`src/rtl/uart_rxb_pkg.sv`:
```
package uart_rxb_pkg;
  localparam int DATA_W = 8;
  localparam int FLAG_W = 3;  // bit0 parity, bit1 framing, bit2 break

  typedef struct packed {
    logic [FLAG_W-1:0] flags;
    logic [DATA_W-1:0] data;
  } rx_char_t;
endpackage

```
`src/rtl/rxb_fifo.sv`:
```
module rxb_fifo
  import uart_rxb_pkg::*;
#(
  parameter int DEPTH = 3
) (
  input  logic                         clk_i,
  input  logic                         rst_ni,
  input  logic                         push_i,
  input  rx_char_t                     push_char_i,
  input  logic                         pop_i,
  output rx_char_t                     head_o,
  output logic [FLAG_W-1:0]            next_flags_o,
  output logic [$clog2(DEPTH+1)-1:0]   count_o,
  output logic                         full_o,
  output logic                         empty_o,
  output logic                         full_next_o
);
  localparam int CW = $clog2(DEPTH+1);
  localparam int PW = (DEPTH > 1) ? $clog2(DEPTH) : 1;
  localparam logic [CW-1:0] FULL_CNT = CW'(DEPTH);
  localparam logic [PW-1:0] LAST_PTR = PW'(DEPTH - 1);

  rx_char_t       mem_q [DEPTH];
  logic [PW-1:0]  rd_q, wr_q, rd_nx;
  logic [CW-1:0]  cnt_q, cnt_d;

  function automatic logic [PW-1:0] inc(input logic [PW-1:0] p);
    return (p == LAST_PTR) ? '0 : p + PW'(1);
  endfunction

  assign rd_nx        = inc(rd_q);
  assign head_o       = mem_q[rd_q];
  assign next_flags_o = mem_q[rd_nx].flags;
  assign count_o      = cnt_q;
  assign full_o       = (cnt_q == FULL_CNT);
  assign empty_o      = (cnt_q == '0);

  always_comb begin
    cnt_d = cnt_q;
    if (push_i && !pop_i) cnt_d = cnt_q + CW'(1);
    else if (pop_i && !push_i) cnt_d = cnt_q - CW'(1);
  end
  assign full_next_o = (cnt_d == FULL_CNT);

  always_ff @(posedge clk_i or negedge rst_ni) begin
    if (!rst_ni) begin
      rd_q  <= '0;
      wr_q  <= '0;
      cnt_q <= '0;
    end else begin
      cnt_q <= cnt_d;
      if (push_i) wr_q <= inc(wr_q);
      if (pop_i)  rd_q <= rd_nx;
    end
  end

  for (genvar g = 0; g < DEPTH; g++) begin : g_ent
    always_ff @(posedge clk_i or negedge rst_ni) begin
      if (!rst_ni) mem_q[g] <= '0;
      else if (push_i && wr_q == PW'(g)) mem_q[g] <= push_char_i;
    end
  end


  no_overflow_chk: assert property (@(posedge clk_i) disable iff (!rst_ni)
    push_i |-> !full_o);

  empty_pop_chk: assert property (@(posedge clk_i) disable iff (!rst_ni)
    pop_i |-> !empty_o);

  swap_count_chk: assert property (@(posedge clk_i) disable iff (!rst_ni)
    (push_i && pop_i) |=> $stable(count_o));
endmodule

```
`src/rtl/rxb_slot.sv`:
```
module rxb_slot
  import uart_rxb_pkg::*;
(
  input  logic     clk_i,
  input  logic     rst_ni,
  input  logic     done_i,
  input  rx_char_t char_i,
  input  logic     start_i,
  input  logic     fifo_full_i,
  input  logic     pop_i,
  input  logic     clr_i,
  output rx_char_t slot_o,
  output logic     drain_o,
  output logic     ovr_o
);
  rx_char_t slot_q;
  logic     valid_q, ovr_q;

  assign drain_o = valid_q && !fifo_full_i;
  assign slot_o  = slot_q;
  assign ovr_o   = ovr_q;

  always_ff @(posedge clk_i or negedge rst_ni) begin
    if (!rst_ni) begin
      slot_q  <= '0;
      valid_q <= 1'b0;
      ovr_q   <= 1'b0;
    end else begin
      // a new character replaces one still waiting on a full FIFO
      if (done_i) begin
        slot_q  <= char_i;
        valid_q <= 1'b1;
      end else if (drain_o) begin
        valid_q <= 1'b0;
      end
      ovr_q <= (ovr_q && !clr_i) ||
               (start_i && valid_q && fifo_full_i && !pop_i);
    end
  end


  ovr_cause_chk: assert property (@(posedge clk_i) disable iff (!rst_ni)
    $rose(ovr_o) |-> $past(start_i && valid_q && fifo_full_i));

  slot_hold_chk: assert property (@(posedge clk_i) disable iff (!rst_ni)
    (valid_q && fifo_full_i) |=> valid_q);
endmodule

```
`src/rtl/rxb_status.sv`:
```
module rxb_status
  import uart_rxb_pkg::*;
(
  input  logic              clk_i,
  input  logic              rst_ni,
  input  logic              blk_mode_i,
  input  logic              clr_i,
  input  logic              arrive_i,
  input  logic [FLAG_W-1:0] arrive_flags_i,
  input  logic [FLAG_W-1:0] head_flags_i,
  input  logic              empty_i,
  input  logic              full_i,
  input  logic              full_next_i,
  input  logic              pop_i,
  input  logic              start_i,
  input  logic              irq_sel_i,
  input  logic              auto_rts_i,
  output logic [FLAG_W-1:0] flags_o,
  output logic              ready_o,
  output logic              full_o,
  output logic              irq_o,
  output logic              rts_o
);
  logic [FLAG_W-1:0] acc_q;
  logic              rts_q;

  always_ff @(posedge clk_i or negedge rst_ni) begin
    if (!rst_ni) begin
      acc_q <= '0;
      rts_q <= 1'b1;
    end else begin
      acc_q <= (clr_i ? '0 : acc_q) | (arrive_i ? arrive_flags_i : '0);
      if (!auto_rts_i)                       rts_q <= 1'b1;
      else if (start_i && full_i && !pop_i)  rts_q <= 1'b0;
      else if (!full_next_i)                 rts_q <= 1'b1;
    end
  end

  assign ready_o = !empty_i;
  assign full_o  = full_i;
  assign flags_o = blk_mode_i ? acc_q : (empty_i ? '0 : head_flags_i);
  assign irq_o   = irq_sel_i ? full_i : !empty_i;
  assign rts_o   = rts_q;


  rts_drop_chk: assert property (@(posedge clk_i) disable iff (!rst_ni)
    $fell(rts_o) |-> $past(start_i && full_i && auto_rts_i));

  full_ready_chk: assert property (@(posedge clk_i) disable iff (!rst_ni)
    full_o |-> ready_o);

  acc_sticky_chk: assert property (@(posedge clk_i) disable iff (!rst_ni)
    (!clr_i && acc_q[0]) |=> acc_q[0]);
endmodule

```
`src/rtl/uart_rx_buffer.sv`:
```
module uart_rx_buffer
  import uart_rxb_pkg::*;
#(
  parameter int DEPTH = 3
) (
  input  logic              clk_i,
  input  logic              rst_ni,
  input  logic              done_i,
  input  logic [DATA_W-1:0] char_i,
  input  logic              pe_i,
  input  logic              fe_i,
  input  logic              brk_i,
  input  logic              start_i,
  input  logic              rd_i,
  input  logic              blk_mode_i,
  input  logic              clr_err_i,
  input  logic              irq_sel_i,
  input  logic              auto_rts_i,
  output logic [DATA_W-1:0] data_o,
  output logic              ready_o,
  output logic              full_o,
  output logic              pe_o,
  output logic              fe_o,
  output logic              brk_o,
  output logic              ovr_o,
  output logic              irq_o,
  output logic              rts_o
);
  localparam int CW = $clog2(DEPTH+1);

  rx_char_t          in_char, slot_char, head;
  logic [FLAG_W-1:0] next_flags, flags, arr_flags;
  logic [CW-1:0]     count;
  logic              pop, drain, fifo_full, fifo_empty, full_next, arrive;
  logic [DATA_W-1:0] last_q;

  assign in_char = '{flags: {brk_i, fe_i, pe_i}, data: char_i};
  assign pop     = rd_i && !fifo_empty;

  rxb_slot u_slot (
    .clk_i, .rst_ni,
    .done_i, .char_i(in_char), .start_i,
    .fifo_full_i(fifo_full), .pop_i(pop), .clr_i(clr_err_i),
    .slot_o(slot_char), .drain_o(drain), .ovr_o
  );

  rxb_fifo #(.DEPTH(DEPTH)) u_fifo (
    .clk_i, .rst_ni,
    .push_i(drain), .push_char_i(slot_char), .pop_i(pop),
    .head_o(head), .next_flags_o(next_flags), .count_o(count),
    .full_o(fifo_full), .empty_o(fifo_empty), .full_next_o(full_next)
  );

  // a character becomes head when a pop exposes the next entry,
  // or when a push lands in a FIFO that is (or becomes) empty
  always_comb begin
    arrive    = 1'b0;
    arr_flags = slot_char.flags;
    if (pop && count >= CW'(2)) begin
      arrive    = 1'b1;
      arr_flags = next_flags;
    end else if (drain && (fifo_empty || (pop && count == CW'(1)))) begin
      arrive    = 1'b1;
    end
  end

  rxb_status u_stat (
    .clk_i, .rst_ni,
    .blk_mode_i, .clr_i(clr_err_i),
    .arrive_i(arrive), .arrive_flags_i(arr_flags), .head_flags_i(head.flags),
    .empty_i(fifo_empty), .full_i(fifo_full), .full_next_i(full_next),
    .pop_i(pop), .start_i, .irq_sel_i, .auto_rts_i,
    .flags_o(flags), .ready_o, .full_o, .irq_o, .rts_o
  );

  always_ff @(posedge clk_i or negedge rst_ni) begin
    if (!rst_ni)  last_q <= '0;
    else if (pop) last_q <= head.data;
  end

  assign data_o = fifo_empty ? last_q : head.data;
  assign pe_o   = flags[0];
  assign fe_o   = flags[1];
  assign brk_o  = flags[2];


  empty_read_chk: assert property (@(posedge clk_i) disable iff (!rst_ni)
    (rd_i && fifo_empty && !drain) |=> ($stable(data_o) && !ready_o));

  clr_ovr_chk: assert property (@(posedge clk_i) disable iff (!rst_ni)
    (clr_err_i && !start_i) |=> !ovr_o);
endmodule

```
`config.mk`:
```
export PLATFORM = sky130hd
export DESIGN_NAME = uart_rx_buffer
export DESIGN_NICKNAME = d
export VERILOG_FILES = /design/src/rtl/uart_rxb_pkg.sv /design/src/rtl/rxb_fifo.sv /design/src/rtl/rxb_slot.sv /design/src/rtl/rxb_status.sv /design/src/rtl/uart_rx_buffer.sv
export SDC_FILE = /design/constraint.sdc
export NUM_CORES = 1
export LEC_CHECK = 0
export BUFFER_PORTS_ARGS = -buffer_cell sky130_fd_sc_hd__buf_2
export CAP_MARGIN = 30
export CELL_PAD_IN_SITES_DETAIL_PLACEMENT = 0
export CELL_PAD_IN_SITES_GLOBAL_PLACEMENT = 2
export CORE_MARGIN = 5
export CORE_UTILIZATION = 40
export CTS_CLUSTER_DIAMETER = 120
export DETAILED_ROUTE_END_ITERATION = 10
export PLACE_DENSITY_LB_ADDON = 0.2
export SLEW_MARGIN = 20
export SYNTH_ARGS = -nofsm -noshare
export SYNTH_HDL_FRONTEND = slang
export SYNTH_SLANG_ARGS = --single-unit
```
`constraint.sdc`:
```
create_clock -name clk_i -period 2.1 [get_ports clk_i]
set_clock_uncertainty 0.1 [all_clocks]
set_input_delay 0.105 -clock clk_i [delete_from_list [all_inputs] [get_ports clk_i]]
set_output_delay 0.105 -clock clk_i [all_outputs]
set_load 0.01 [all_outputs]
```
Word-level counts from Yosys, hierarchy flattened
Index checks and enable logic that the tools add are counted.
{ "word_totals": {"rom_bits": 0, "wordCells": 83, "mem_bits_rw": 0, "latchBits": 0, "out_inout_bits": 16, "mem_count": 0, "inputBits": 20, "ff_bits": 64} }
{ "op_classes": {"bitwise": 3, "mul": 0, "n_reduce_logical": 26, "mux": 24, "n_addsub": 4, "n_lt_le_gt_ge": 3, "div_mod_pow": 0, "shifts": 0, "n_eq_ne": 7} }
{ "ops": {"columns": ["op", "n"], "rows": [
  ["11-bit binary-select mux with 2-bit select", 2],
  ["11-bit 2-to-1 mux", 4],
  ["1-bit logical AND", 16],
  ["3-bit 2-to-1 mux", 5],
  ["2-bit == test, second input constant", 4],
  ["1-bit 2-to-1 mux", 8],
  ["2-bit 2-to-1 mux", 4],
  ["8-bit 2-to-1 mux", 1],
  ["2-bit by 1-bit adder with 2-bit output, second input constant", 3],
  ["3-bit >= comparator, second input constant", 2],
  ["2-bit inverter with 3-bit output", 2],
  ["1-bit zero test", 5],
  ["2-bit by 1-bit == test with 1-bit output, second input constant", 2],
  ["2-bit zero test", 2],
  ["3-bit != test, second input constant", 1],
  ["3-bit bitwise OR", 1],
  ["2-bit >= comparator, second input constant", 1],
  ["1-bit logical OR", 2],
  ["2-bit nonzero test", 1],
  ["2-bit by 1-bit subtractor with 2-bit output, second input constant", 1]
]} }

Logic depth before layout (Yosys ltp)
Gate-level depths: netlist of run 1.
{ "logic_depth": {"word_depth": 11, "mapped_depth": 8, "depth_no_buf": 6} }

By module
A second synthesis of run 1 with hierarchy kept.
{ "hier_totals": {"hier_cells": 260, "hier_area_um2": 3139.3} }
{ "modules_own_cells": {"columns": ["mod", "n_inst", "cells_per_inst", "area_each_um2"], "rows": [
  ["rxb_fifo", 1, 152, 1898.1],
  ["rxb_slot", 1, 30, 526.8],
  ["uart_rx_buffer", 1, 52, 496.7],
  ["rxb_status", 1, 26, 217.7]
]} }

Worst setup path before layout of run 1
No wires, ideal clock.
{ "synth_path": {"kind": "flip-flop to flip-flop", "from": "register u_fifo.cnt_q[0], in the netlist u_fifo.count_o[0]", "to": "register u_fifo.mem_q[11] (netlist bit)", "slack_ns": 0.148, "setup_ns": 0.125, "t_arrival_ns": 1.728, "period_less_slack_ns": 1.952, "stages_incl_launch_ff": 7, "n_path_buf": 2, "required_time_ns": 1.875, "path_cell_list": "dfrtp_1 > ha_1 > nand2b_4 > buf_6 > nor3b_4 > buf_6 > mux2_2"} }
{ "synth_between": {"elab_chain_len": 4} }
{ "synth_lines": {"columns": ["element", "line_no", "source"], "rows": [
  ["start, declared", "rxb_fifo.sv:25", "logic [CW-1:0] cnt_q, cnt_d;"],
  ["start signal, assigned", "rxb_fifo.sv:51", "cnt_q <= cnt_d;"],
  ["2-bit == test", "rxb_fifo.sv:35", "assign full_o = (cnt_q == FULL_CNT);"],
  ["net full_o", "uart_rx_buffer.sv:21", "output logic full_o,"],
  ["1-bit zero test", "rxb_slot.sv:19", "assign drain_o = valid_q && !fifo_full_i;"],
  ["1-bit logical AND", "rxb_slot.sv:19", null],
  ["1-bit logical AND", "rxb_fifo.sv:60", "else if (push_i && wr_q == PW'(g)) mem_q[g] <= push_char_i;"],
  ["end signal, assigned by index", "rxb_fifo.sv:60", null],
  ["end, declared", "rxb_fifo.sv:23", "rx_char_t mem_q [DEPTH];"]
]} }
The timed path passes the listed nets, and every way through them passes these cells.
A chain may end at the register's enable or synchronous reset.

Worst setup path in the final report of run 1
{ "layout_path": {"from": "register u_fifo.cnt_q[1], in the netlist u_fifo.count_o[1]", "to": "output port data_o[6]"} }
{ "layout_between": {"elab_chain_len": 2} }
{ "layout_lines": {"columns": ["element", "line_no", "source"], "rows": [
  ["2-bit zero test", "rxb_fifo.sv:36", "assign empty_o = (cnt_q == '0);"],
  ["8-bit 2-to-1 mux", "uart_rx_buffer.sv:81", "assign data_o = fifo_empty ? last_q : head.data;"],
  ["end, declared", "uart_rx_buffer.sv:19", "output logic [DATA_W-1:0] data_o,"]
]} }
Every way passes these cells.

==> summary.txt, run 1 <==
Floorplan
  • Die ar.: 9510 µm²
  • Die width: 97.5 µm
  • I/O pins: 36
  • Row cnt: 32
  • Initial Util: 40.3%
  • Chip height: 97.5 µm
  • Core Area: 7610 µm²

Hold path
  • WHS Path Cells: 2
  • HP Class: in -> reg

Clocking
  • CTS H-tree depth: 3
  • Sink Count: 64
  • Clock Latency Late Sink: 0.33 ns
  • Root buffer cell: clkbuf_8
  • Total CTS buffers: 9
  • Clock Tree Buf Depth: 2
  • CTS tree: yes
  • Clock transition at path regs: 0.07 ns

Critical path
  • Crit-path max cell delay: 0.45 ns
  • Critical path class: reg -> out
  • CP Max Fanout: 8
  • R2R depth: 5
  • Critical Path AT: 1.77 ns
  • Worst Path Required: 1.89 ns
  • CP max stage cell: dfrtp_2
  • Worst setup SP type: flip-flop
  • Critical path, cell by cell: inv_1, ha_4, buf_6, mux2_2, buf_2
  • CP endpoint kind: primary output

STA
  • Final hold slack: 0.135 ns
  • Final setup viols: 0
  • Fmax: 506 MHz
  • Slew Limit Fails: 0
  • Worst slew margin: 65.9%
  • Worst-margin pin slew: 0.511 ns
  • Final WS setup: 0.123 ns
  • Final Hold Vio Count: 0
  • Final worst path period share: 94.2%
  • Crit path time final: 1.98 ns

Layout
  • Ant diodes: 0
  • FF/Latch Area: 1610 µm²
  • Nets: 324
  • Area growth syn-to-layout: 23.3%
  • Core Util, Final: 49.7%
  • Fraction of layout cells with a size suffix above 1: 43.6%
  • Area of the multi-input gates: 1380 µm²
  • Commonest cells after routing, fill and taps aside: mux2_2 (61), dfrtp_1 (61), buf_2 (35), nand2_1 (17), o21ai_0 (17)
  • Filler Cells Inserted: 709

Detailed routing
  • WL/cell: 15.5 µm
  • Via density: 4.93
  • DRC: 0
  • Violation count after the first detailed-route iteration: 71
  • WL final: 6.27 mm
  • TritonRoute pass-1 iters: 4
  • Final antenna-violating net count: 0
  • Vias: 1997

Global route
  • Largest net degree at the start of global routing: 46
  • Global-route wire length before repair: 10.9 mm
  • Total track usage: 14.5%
  • Initial antenna violation count: 0
  • Grt ovf: 0
  • Vias in the first global route: 2131

Synthesis
  • Async SR Flop Fraction: 100%
  • Mapped Area: 3070 µm²
  • Post-synthesis sequential area ratio: 52.3%
  • Post-synth EDFFs: 0
  • Mapped Cells: 239
  • Ys flop type: dfrtp_1
  • Syn_nets: 264
  • Synth cell types: 35
  • Syn avg cell area: 12.8 µm²
  • Synthesized flop and latch total: 64
  • Ys Warns: 0

Power
  • Peak supply drop: 0.704 mV
  • Leak: 1.68 nW
  • Final Total Pwr: 5.73 mW
  • PD cells: 1520 nW/µm²

Flow run
  • Max-cap violation count: 0

Placed design
  • Gpl congestion: 0.744
  • Port buffer count: 35
  • Place WS: 0.202 ns
  • Detail Placement HPWL: 4.17 mm

Status
  • Status: complete, no violations
## state kept, by name, indices dropped and copies added (netlist names)
signal	count
u_stat.rts_o	1
u_slot.ovr_o	1
u_stat.acc_q	3
u_fifo.mem_q	33
u_fifo.wr_q	2
u_fifo.count_o	2
u_slot.valid_q	1
last_q	8
u_fifo.rd_q	2
u_slot.slot_o	11
## power breakdown
part / switching (mW) / total (mW) / internal (mW)
Sequential: 0.332 / 2.09 / 1.76
Combinational: 1.16 / 2.53 / 1.37
Clock: 0.450 / 1.11 / 0.659
## cell families (layout without fill, tap and decap cells)
kind of cell / Yosys count / count (layout) / synth area share, %
XOR/XNOR: 1 / 1 / 0.286
multiplexers: 75 / 75 / 27.0
AND/OR/NAND/NOR: 42 / 42 / 8.00
flip-flops: 64 / 64 / 52.3
buffers and inverters: 18 / 82 / 3.39
adder cells (fa/ha/maj): 5 / 5 / 2.04
AO/OA/AOI/OAI: 34 / 34 / 7.02
## worst paths after layout
check,start,endpoint,slack (ns)
setup / recovery,u_fifo.count_o[1]$_DFF_PN0_,data_o[6],0.12
hold / removal,done_i,u_slot.valid_q$_DFFE_PN0P_,0.13
setup reg to reg,u_fifo.count_o[0]$_DFF_PN0_,u_fifo.mem_q[2]$_DFFE_PN0P_,0.22
hold reg to reg,u_fifo.mem_q[14]$_DFFE_PN0P_,u_fifo.mem_q[14]$_DFFE_PN0P_,0.40
max in group asynchronous,rst_ni,last_q[1]$_DFFE_PN0P_,1.11
min in group asynchronous,rst_ni,u_slot.ovr_o$_DFF_PN0_,0.17
## metal layers
layer | up-vias | GRT usage [%] | part of all wire, %
met5 | - | 0 | 0
met2 | 31 | 22.0 | 46
met3 | 9 | 3.23 | 3.0
met1 | 987 | 19.8 | 49
met4 | 0 | 6.39 | 1.3
li1 | 970 | - | -
## synthesized netlist by cell type, types with 3 or more instances
library cell	instances	area (µm²)
buf_4	5	37.5
a21o_1	5	37.5
nand2_1	17	63.8
nor2_1	5	18.8
nor2b_1	7	43.8
clkbuf_1	3	11.3
mux2_2	61	687
dfrtp_1	63	1580
a311o_1	3	30.0
inv_1	5	18.8
ha_1	5	62.6
o21ai_0	17	85.1
a22o_1	3	26.3
nand4_1	3	18.8
mux2i_1	14	140
## what timing repair did
item,CTS,global route
hold buffers,15,0
cloned,0,0
setup buffers,0,0
hold endpoints to repair,32,0
resized for setup,3,6
pin swaps,0,0
endpoints found under the setup margin,11,9
## per-stage QoR
stage,setup TNS (ns),area [µm²],instances
after floorplan,0,3070,239
after global placement,0,3400,375
after detailed placement,0,3400,375
after CTS,0,3760,405
after global routing,-0.0114,3780,405
final,0,3780,405
## cell type report
cell class / instances / area share [%]
Timing Repair Buffer: 62 / 11.9
Clock inverter: 4 / 1.85
Multi-Input combinational cell: 157 / 36.5
Inverter: 5 / 0.497
Tap cell: 102 / 3.38
Clock buffer: 11 / 3.48
Sequential cell: 64 / 42.5
## worst max-delay path, delay by kind of cell, from the launching register on
family	cells	cell delay [ns]
buffers and inverters	3	0.47
flip-flops	1	0.45
adder cells (fa/ha/maj)	1	0.19
multiplexers	1	0.34
Power figures use the tool's default switching activity.
==> inputs of run 2 (changes only) <==
- CORE_UTILIZATION: 40 -> 39
- SYNTH_HIERARCHICAL: default -> 1
==> run 2 against run 1 <==
Combinational power barely moved. Register-to-register slack worse by 0.10 ns. Critical path type unchanged. Highest routed layer unchanged. Design area grew 2.3%. Final cell count rose by 5.4%. Largest power group unchanged. Sequential power about the same. Clock-buffer cell count down 2.
==> summary.txt, run 2 <==
Synthesis
  • Post-synth EDFFs: 0 (unchanged)
  • Async SR Flop Fraction: 100% (unchanged)
  • Mapped Area: 3140 µm² (+2.4%)
  • Mapped Cells: 260 (+8.8%)
  • Area fraction of the dominant cell type after synthesis: 50.2% (-1.2 points)
  • Ys flop type: dfrtp_1
  • Area contributors post-synth: dfrtp_1 (50%), mux2_2 (13%), mux2_4 (11%)
  • Ys Warns: 6 (+6)
  • Synth cell types: 36 (+2.9%)
  • Synthesized flop and latch total: 64 (unchanged)
  • Commonest cells in the netlist: dfrtp_1 (63), nand2_1 (45), mux2_2 (35)
  • Post-synth top area cell: dfrtp_1
  • Syn_nets: 282 (+6.8%)
  • Most numerous cell in the Yosys netlist: dfrtp_1
  • Post-synthesis sequential area ratio: 51.1% (-1.2 points)
  • Syn avg cell area: 12.1 µm² (-5.9%)

Detailed routing
  • TritonRoute pass-1 iters: 4 (unchanged)
  • Via density: 4.79 (-2.8%)
  • WL/cell: 15.0 µm (-3.3%)
  • WL final: 6.40 mm (+2.0%)
  • Vias: 2046 (+2.5%)
  • DRC: 0 (unchanged)
  • Final antenna-violating net count: 0 (unchanged)
  • Violation count after the first detailed-route iteration: 46 (-35%)

Power
  • Peak supply drop: 0.504 mV (-28%)
  • Final Total Pwr: 5.88 mW (+2.7%)
  • PD cells: 1520 nW/µm² (+0.41%)
  • Leak: 1.85 nW (+9.8%)

Global route
  • Largest net degree at the start of global routing: 65 (+41%)
  • Initial antenna violation count: 0 (unchanged)
  • Global-route wire length before repair: 10.8 mm (-1.0%)
  • Grt ovf: 0 (unchanged)
  • Vias in the first global route: 2080 (-2.4%)
  • Total track usage: 14.1% (-0.43 points)

Floorplan
  • Die ar.: 9940 µm² (+4.5%)
  • Die width: 99.7 µm (+2.2%)
  • Initial Util: 40.4% (+0.12 points)
  • Row cnt: 32 (unchanged)
  • Chip height: 99.7 µm (+2.2%)
  • I/O pins: 36 (unchanged)
  • Core Area: 7770 µm² (+2.1%)

Layout
  • Commonest non-fill, non-tap cell in the layout: dfrtp_1
  • Area growth syn-to-layout: 23.1%
  • Ant diodes: 0 (unchanged)
  • Commonest cells after routing, fill and taps aside: dfrtp_1 (62), nand2_1 (45), mux2_2 (35), buf_2 (35), o21ai_0 (23)
  • Core Util, Final: 49.8% (+0.071 points)
  • Filler Cells Inserted: 707 (-0.28%)
  • Top reg by flops: u_fifo/mem_q
  • Fraction of layout cells with a size suffix above 1: 40.6% (-2.9 points)
  • Nets: 342 (+5.6%)
  • Max reg flops: 33 (unchanged)
  • Final instance area: 3860 µm² (+2.3%)

STA
  • Worst slew margin: 68.4% (+2.5 points)
  • Final setup viols: 0 (unchanged)
  • Final worst path period share: 94.5% (+0.31 points)
  • Final hold slack: 0.0866 ns (-0.0480 ns)
  • Total negative slack: 0 ns (unchanged)
  • Worst-margin pin slew: 0.469 ns (-0.0427 ns)
  • Final Hold Vio Count: 0 (unchanged)
  • Slew Limit Fails: 0 (unchanged)
  • Fmax: 504 MHz (-0.33%)
  • Unrepaired setup endpoints after global routing: no
  • Crit path time final: 1.98 ns (+0.00657 ns)

Critical path
  • Critical path class: reg -> out
  • Critical Path AT: 1.78 ns (about the same)
  • FF-to-FF Start: u_fifo/count_o[1]$_DFF_PN0_
  • CP Max Fanout: 14 (+6)
  • CP endpoint kind: primary output
  • Worst Path Required: 1.89 ns (about the same)
  • Worst r2r dst: u_fifo/mem_q[6]$_DFFE_PN0P_
  • Reg2reg setup slack: 0.12 ns (-0.10 ns)
  • Worst setup SP type: flip-flop
  • R2R depth: 5 (unchanged)

Placed design
  • Gpl congestion: 0.719 (-3.3%)
  • Detail Placement HPWL: 4.28 mm (+2.8%)
  • Port buffer count: 35 (unchanged)
  • Dpl cell area: 3460 µm² (+1.8%)

Clocking
  • Total CTS buffers: 9 (unchanged)
  • Root buffer cell: clkbuf_8
  • Clock Tree Buf Depth: 2 (unchanged)
  • Clock Latency Late Sink: 0.33 ns (about the same)
  • CTS H-tree depth: 3 (unchanged)
  • Sink Count: 64 (unchanged)
  • Clock transition at path regs: 0.07 ns (about the same)
  • CTS tree: yes

Status
  • Status: complete, no violations

Hold path
  • Hold EP: last_q[0]$_DFFE_PN0P_
  • WHS Path Cells: 4 (+2)
  • Hold_sp: rd_i
  • HP Class: in -> reg

Flow run
  • Max-cap violation count: 0 (unchanged)
[run 2: cell types whose count changed after synthesis, moves of 4 or more]
| cell | previous run | this run |
|---|---|---|
| inv_1 | 5 | 9 |
| mux2_4 | 0 | 22 |
| mux2_2 | 61 | 35 |
| o21ai_0 | 17 | 23 |
| a21o_1 | 5 | 1 |
| nand2_1 | 17 | 45 |
| nor2b_1 | 7 | 3 |
[run 2: logic make-up after synthesis]
group,count (synthesis),synth area share (%)
buf+inv,25,4.54
flops,64,51.1
xor+xnor,2,0.558
fa+ha+maj,2,0.797
simple gates,65,9.88
compound gates,31,5.62
mux,71,27.5
[run 2: how the worst max path moves through the flow]
| stage | startpoint | to | slack, ns | cells past startpoint |
|---|---|---|---|---|
| after floorplan | u_fifo/count_o[0]$_DFF_PN0_ | u_fifo/mem_q[0]$_DFFE_PN0P_ | 0.006 | 7 |
| after global placement | u_fifo/count_o[1]$_DFF_PN0_ | u_fifo/mem_q[1]$_DFFE_PN0P_ | 0.10 | 5 |
| after detailed placement | u_fifo/count_o[1]$_DFF_PN0_ | u_fifo/mem_q[9]$_DFFE_PN0P_ | 0.07 | 5 |
| after CTS | u_fifo/rd_q[1]$_DFFE_PN0P_ | data_o[5] | 0.03 | 5 |
| after global routing | u_fifo/count_o[0]$_DFF_PN0_ | u_stat/rts_o$_DFFE_PN1P_ | 0.008 | 10 |
| final | u_fifo/count_o[0]$_DFF_PN0_ | data_o[4] | 0.12 | 6 |
[run 2: power by group]
part	switching, mW	leakage [nW]	internal (mW)
registers	0.327	0.770	1.74
clock network	0.481	0.119	0.790
logic	1.19	0.957	1.35
total	2.00	1.85	3.88
[run 2: critical path, cell delays in order (launching register included)]
cell,delay [ns]
dfrtp_1,0.38
buf_4,0.16
inv_1,0.05
ha_1,0.17
buf_6,0.19
mux2_2,0.36
buf_2,0.14
[run 2: timing repair]
| action | CTS | global route |
|---|---|---|
| hold endpoints to repair | 80 | 0 |
| buffers inserted | 0 | 0 |
| gates resized for setup | 0 | 4 |
| hold buffers | 15 | 0 |
| setup endpoints to repair | 0 | 18 |
[run 2: through the flow]
| stage | worst slack (ns) | instances |
|---|---|---|
| 2_1_floorplan | 0.00603 | 260 |
| 3_3_place_gp | 0.104 | 396 |
| 3_5_place_dp | 0.0747 | 396 |
| 4_1_cts | 0.0341 | 427 |
| 5_1_grt | 0.00849 | 427 |
| 6_report | 0.116 | 427 |
[run 2: routing by layer]
| metal | up-vias | GRT usage, % | part of all wire, % |
|---|---|---|---|
| met3 | 6 | 2.81 | 4.8 |
| met1 | 994 | 20.2 | 51 |
| met5 | - | 0 | 0 |
| met4 | 0 | 5.99 | 0.72 |
| li1 | 1009 | - | - |
| met2 | 37 | 20.6 | 43 |
[run 2: final cells by class]
cell class	count	area (µm²)	share of cell area [%]
Sequential cell	64	1600	41.5
Multi-Input combinational cell	171	1400	36.3
Timing Repair Buffer	63	439	11.4
Tap cell	102	128	3.30
Clock buffer	9	124	3.20
Clock inverter	7	120	3.11
Inverter	11	48.8	1.26
